File: src/rtl/csi_pkg.sv
package csi_pkg;

    typedef logic signed [2:0] lvl_t;

    typedef struct packed {
        logic n_lo;
        logic n_hi;
        logic p_lo;
        logic p_hi;
        logic b_byp;
        logic b_feed;
        logic a_byp;
        logic a_feed;
    } gate_t;

    localparam int NGATE = 8;
    localparam gate_t ZERO_POS = 8'h3A;

    function automatic gate_t lvl_gates(lvl_t l, logic pol, logic vpos, logic imbpos);
        gate_t g;
        logic  io_pos;
        logic  sel;
        g      = '0;
        io_pos = (l > 0);
        sel    = ~((~io_pos) ^ (~vpos) ^ (~imbpos));
        if (l >= 3'sd2) begin
            g.a_feed = 1'b1; g.b_feed = 1'b1; g.p_hi = 1'b1; g.p_lo = 1'b1;
        end else if (l <= -3'sd2) begin
            g.a_feed = 1'b1; g.b_feed = 1'b1; g.n_hi = 1'b1; g.n_lo = 1'b1;
        end else if (l == 3'sd0) begin
            g.a_byp = 1'b1; g.b_byp = 1'b1;
            g.p_hi  = pol;  g.p_lo  = pol;
            g.n_hi  = ~pol; g.n_lo  = ~pol;
        end else begin
            g.a_feed = sel;  g.b_byp = sel;
            g.b_feed = ~sel; g.a_byp = ~sel;
            g.p_hi   = io_pos;  g.p_lo = io_pos;
            g.n_hi   = ~io_pos; g.n_lo = ~io_pos;
        end
        return g;
    endfunction

endpackage

File: src/rtl/csi_imb_hyst.sv
module csi_imb_hyst #(
    parameter int DW = 16
) (
    input  logic                 clk,
    input  logic                 rst,
    input  logic                 stb,
    input  logic                 single,
    input  logic signed [DW-1:0] i1,
    input  logic signed [DW-1:0] i2,
    input  logic signed [DW-1:0] isrc,
    input  logic        [DW-2:0] band,
    output logic                 pos_q
);
    logic signed [DW:0] ref_s;
    logic signed [DW:0] diff;
    logic signed [DW:0] bnd;

    always_comb begin
        if (single)
            ref_s = $signed({isrc[DW-1], isrc}) >>> 1;
        else
            ref_s = $signed({i2[DW-1], i2});
        diff = $signed({i1[DW-1], i1}) - ref_s;
        bnd  = $signed({2'b00, band});
    end

    always_ff @(posedge clk) begin
        if (rst)
            pos_q <= 1'b1;
        else if (stb) begin
            if (diff >= bnd)
                pos_q <= 1'b1;
            else if (diff < -bnd)
                pos_q <= 1'b0;
        end
    end

    // inside the band the sign is held
    p_band_hold_r8: assert property (@(posedge clk) disable iff (rst)
        (stb && (diff < bnd) && (diff >= -bnd)) |=> $stable(pos_q));

endmodule

File: src/rtl/csi_lvl_dec.sv
module csi_lvl_dec #(
    parameter int DW = 16
) (
    input  logic                 clk,
    input  logic                 rst,
    input  logic                 stb,
    input  csi_pkg::lvl_t        lvl,
    input  logic signed [DW-1:0] v_load,
    input  logic                 imb_pos,
    output csi_pkg::gate_t       ideal
);
    import csi_pkg::*;

    lvl_t lvl_q;
    logic vpos_q;
    logic pol_q;

    always_ff @(posedge clk) begin
        if (rst) begin
            lvl_q  <= '0;
            vpos_q <= 1'b1;
            pol_q  <= 1'b1;
        end else if (stb) begin
            lvl_q  <= lvl;
            vpos_q <= ~v_load[DW-1];
            if (lvl > 0)
                pol_q <= 1'b1;
            else if (lvl < 0)
                pol_q <= 1'b0;
        end
    end

    always_comb ideal = lvl_gates(lvl_q, pol_q, vpos_q, imb_pos);

    // a zero request never moves the bridge polarity
    p_pol_hold_r5: assert property (@(posedge clk) disable iff (rst)
        (stb && lvl == 3'sd0) |=> $stable(pol_q));

endmodule

File: src/rtl/csi_offdly.sv
module csi_offdly #(
    parameter int unsigned DLY     = 50,
    parameter logic        RST_VAL = 1'b0
) (
    input  logic clk,
    input  logic rst,
    input  logic din,
    output logic dout
);
    localparam int CW = (DLY < 1) ? 1 : $clog2(DLY + 1);

    logic [CW-1:0] cnt;

    always_ff @(posedge clk) begin
        if (rst) begin
            dout <= RST_VAL;
            cnt  <= '0;
        end else if (din) begin
            dout <= 1'b1;
            cnt  <= CW'(DLY);
        end else if (cnt != '0) begin
            dout <= 1'b1;
            cnt  <= cnt - 1'b1;
        end else begin
            dout <= 1'b0;
        end
    end

    // turn-on passes after one clock
    p_rise_r9: assert property (@(posedge clk) disable iff (rst)
        $rose(din) |=> dout);

    generate
        if (DLY > 0) begin : g_ext
            // turn-off is extended
            p_late_fall_r9: assert property (@(posedge clk) disable iff (rst)
                $fell(din) |=> dout);
        end
    endgenerate

endmodule

File: src/rtl/csi_gate_seq.sv
module csi_gate_seq #(
    parameter int          DW      = 16,
    parameter int unsigned OFF_DLY = 50
) (
    input  logic                 clk,
    input  logic                 rst,
    input  logic                 smp_stb,
    input  logic signed [2:0]    lvl_req,
    input  logic                 single_ind,
    input  logic signed [DW-1:0] v_load,
    input  logic signed [DW-1:0] i_ind1,
    input  logic signed [DW-1:0] i_ind2,
    input  logic signed [DW-1:0] i_src,
    input  logic        [DW-2:0] hyst_band,
    output logic        [7:0]    gate_o
);
    import csi_pkg::*;

    logic  imb_pos;
    gate_t ideal;
    logic [NGATE-1:0] ideal_v;
    logic [NGATE-1:0] out_v;

    csi_imb_hyst #(.DW(DW)) u_imb (
        .clk(clk), .rst(rst), .stb(smp_stb), .single(single_ind),
        .i1(i_ind1), .i2(i_ind2), .isrc(i_src), .band(hyst_band),
        .pos_q(imb_pos)
    );

    csi_lvl_dec #(.DW(DW)) u_dec (
        .clk(clk), .rst(rst), .stb(smp_stb), .lvl(lvl_req),
        .v_load(v_load), .imb_pos(imb_pos), .ideal(ideal)
    );

    assign ideal_v = ideal;

    generate
        for (genvar k = 0; k < NGATE; k++) begin : g_dly
            csi_offdly #(.DLY(OFF_DLY), .RST_VAL(ZERO_POS[k])) u_d (
                .clk(clk), .rst(rst), .din(ideal_v[k]), .dout(out_v[k])
            );
        end
    endgenerate

    assign gate_o = out_v;

    // reset forces the zero state
    p_reset_zero_r1: assert property (@(posedge clk)
        rst |=> (gate_o == 8'h3A));

    // each leg always carries its inductor current
    p_path_a_r10: assert property (@(posedge clk) disable iff (rst)
        (gate_o[0] || gate_o[1]));
    p_path_b_r10: assert property (@(posedge clk) disable iff (rst)
        (gate_o[2] || gate_o[3]));

endmodule

File: config.mk
export PLATFORM = sky130hd
export DESIGN_NAME = csi_gate_seq
export DESIGN_NICKNAME = d
export VERILOG_FILES = /design/src/rtl/csi_pkg.sv /design/src/rtl/csi_imb_hyst.sv /design/src/rtl/csi_lvl_dec.sv /design/src/rtl/csi_offdly.sv /design/src/rtl/csi_gate_seq.sv
export SDC_FILE = /design/constraint.sdc
export NUM_CORES = 1
export LEC_CHECK = 0
export ABC_AREA = 1
export CAP_MARGIN = 40
export CORE_UTILIZATION = 44
export DETAILED_ROUTE_END_ITERATION = 10
export GPL_TIMING_DRIVEN = 0
export PLACE_DENSITY = 0.78
export SLEW_MARGIN = 15
export SYNTH_ARGS = -nofsm -noshare
export SYNTH_HDL_FRONTEND = slang
export SYNTH_SLANG_ARGS = --single-unit
File: constraint.sdc
create_clock -name clk -period 5.88 [get_ports clk]
set_input_delay 1.47 -clock clk [delete_from_list [all_inputs] [get_ports clk]]
set_output_delay 1.47 -clock clk [all_outputs]
set_load 0.05 [all_outputs]
==> metrics.txt <==
routed len/inst=11.42 um; clk root buf=clkbuf_8; Switch Pwr=0.7792 mW; Max rail drop VDD=0.2013 mV; CTS tree=built; setup TNS=0 ps; Pleak=2.828 nW; Core ar.=10420 um2; final hold slack=475.7 ps; post-CTS setup buffer count=0; die width=106.2 um; Crit-path slowest cell=fa_1; Syn Nets=810; GP Congestion=0.8564; WS Path Type=in -> reg; DR vias=4483; slew margin rel.=63.88%; multi-input logic area=3119 um2; clk buf depth=2; max_cap viols=0; Die Y-Extent=106.2 um; Min-Delay Path Class=reg -> reg; largest net degree at the start of global routing=11; first-pass GRT wire length=18140 um; critical path launch point type=input port; FP Rows=37; period utilization=82.21%; Post-synth ARST share=0%; Post-synth EDFFs=0; Fin Clk Skew=7.390 ps; #FFs+latches synth=62; switching fraction of total power=40.22%; Num CTS Buffers=9; Overflow after GRT=0; sequential-to-total area share from yosys stat=25.98%; area share of the largest cell type after synthesis=25.98%; post-synth cell types=38; TritonRoute pass-1 iters=6; cell repeated most along the worst path=nand2_1; Top delay family on crit path=simple AND/OR/NAND/NOR gates; worst-skew pair later-pin latency=340 ps; Syn-to-layout area delta=23.10%; leading area contributor after synthesis=dfxtp_1; GRT Total Usage=19.63%; Reg area=1241 um2; fillcell total=978; Final nets=896; Max stage delay on crit path=420 ps; # setup viols final=0; Worst EP arrival=5060 ps; ant diodes=0; vias per cell=5.048; post-cts sizing count=0; RSZ-0062 raised after global routing=no; full die area=11280 um2; Avg Inst Size Synth=7.227 um2; Clk network pwr share=18.1%; CP max FO=10; P_int=1.158 mW; clock sinks=62; synth warn=0; HPWL after detailed placement=8359 um; CP endpoint kind=register; Post-synth top flop=dfxtp_1; DRC=0; Fin. Hold Viols=0; count leader, synth=nand2_1; initial antenna violation count=0; register share of total power=32.3%; I/O pin count=94; Initial Util=45.86%; # hold bufs at CTS=0; layout cells sized above 1=6.250%; Slew @ Worst Pin=541.8 ps; Synth Cell Area=4777 um2; Area contributors post-synth=dfxtp_1 26%, ha_1 16%, nand2_1 11%, xor2_1 6.4%, inv_1 6.1%; antenna-violating nets left=0; vias in the first global route=4476; crit path time final=4834 ps; status=completed; Gate Count Post-Synth=661; top post-synthesis cells by count=145 x nand2_1, 78 x inv_1, 62 x dfxtp_1, 62 x ha_1, 60 x nor2_1; input/output buffers=75; Fmax=206.9 MHz; clk slew on worst S/H paths=60 ps; worst path buffer plus inverter count=4; CTS H-Tree Depth=3; Pins Over Slew Limit=0; PD cells=329.4 nW/um2; Comb power frac=49.6%; routed wire length=10140 um; 1st-iter DRT viols=194; Worst Path Required=6110 ps
## flip-flops by register name (all words and copies together) (netlist names)
signal,flops
u_dec.lvl_q,3
u_dec.vpos_q,1
g_dly.u_d.dout,8
g_dly.u_d.cnt,48
u_dec.pol_q,1
u_imb.pos_q,1
## cell type report
| cell class | count | share of cell area (%) |
|---|---|---|
| tap | 136 | 2.894 |
| timing repair buffer | 75 | 12.77 |
| buffer | 14 | 1.915 |
| clock buffer | 12 | 2.298 |
| sequential | 62 | 21.11 |
| multi-input combinational | 504 | 53.04 |
| inverter | 81 | 5.170 |
| clock inverter | 4 | 0.8085 |
## logic make-up after synthesis
logic type                 synth area share [%]
AOI/OAI and AO/OA                         10.21
adders and majority gates                 16.66
xor gates and xnor gates                  10.27
DFF                                       25.98
muxes                                     2.724
and+or+nand+nor                           25.43
buffers and inverters                     8.722
## per-layer routing
layer	wire length [um]	GRT usage (%)	vias up
li1	-	-	2315
met3	407	4.231	24
met2	5174	37.38	112
met5	0	0	-
met1	4314	20.96	2032
met4	245	7.143	0
## cell usage in the layout (no fill, tap or decap), drive strengths merged
| cell type | instances |
|---|---|
| nor3b | 1 |
| and3 | 4 |
| clkinvlp | 1 |
| a21boi | 1 |
| clkbuf | 16 |
| clkdlybuf4s50 | 75 |
| ha | 62 |
| xnor2 | 21 |
| bufbuf | 1 |
| o21bai | 2 |
| o2111ai | 1 |
| nand4 | 7 |
| nand2 | 151 |
| a21oi | 47 |
| nand3 | 37 |
| xor2 | 35 |
| inv | 81 |
| a31oi | 2 |
| o21ai | 35 |
| buf | 9 |
| o21a | 2 |
| nor3 | 10 |
| nor4 | 1 |
| fa | 1 |
| or2 | 4 |
| o211ai | 1 |
| dfxtp | 62 |
| nor2 | 64 |
| clkinv | 2 |
| mux2i | 13 |
| bufinv | 1 |
| nand3b | 2 |
## metrics by stage
step                      std cells  power, mW  worst slack [ps]  area [um2]  util [%]
after floorplan                 661      1.351              1230        4777         -
after global placement          872      1.524             777.9        5698     54.70
after detailed placement        872      1.579             690.0        5698     54.70
after CTS                       888      1.942              1033        5881     56.46
after global routing            888      2.121             677.3        5881     56.46
final                           888      1.937              1046        5881     56.46
## power groups by stage
stage | clock network [mW] | registers (mW) | logic, mW
floorplan | 0 | 0.611 | 0.740
detailed placement | 0 | 0.630 | 0.950
global placement | 0 | 0.625 | 0.900
finish | 0.351 | 0.625 | 0.961
global route | 0.382 | 0.640 | 1.10
CTS | 0.357 | 0.624 | 0.962
## final timing paths
path                            slack [ps]  cells after the start           startpoint                  end
worst min register to register         480                      1  g_dly[6].u_d.cnt[0]  g_dly[6].u_d.cnt[0]
worst max register to register        4080                      7       u_dec.lvl_q[2]  g_dly[5].u_d.cnt[2]
worst min-delay path                   480                      1  g_dly[6].u_d.cnt[0]  g_dly[6].u_d.cnt[0]
worst max-delay path                  1050                     28           single_ind          u_imb.pos_q
(Power assumes the default switching activity.)
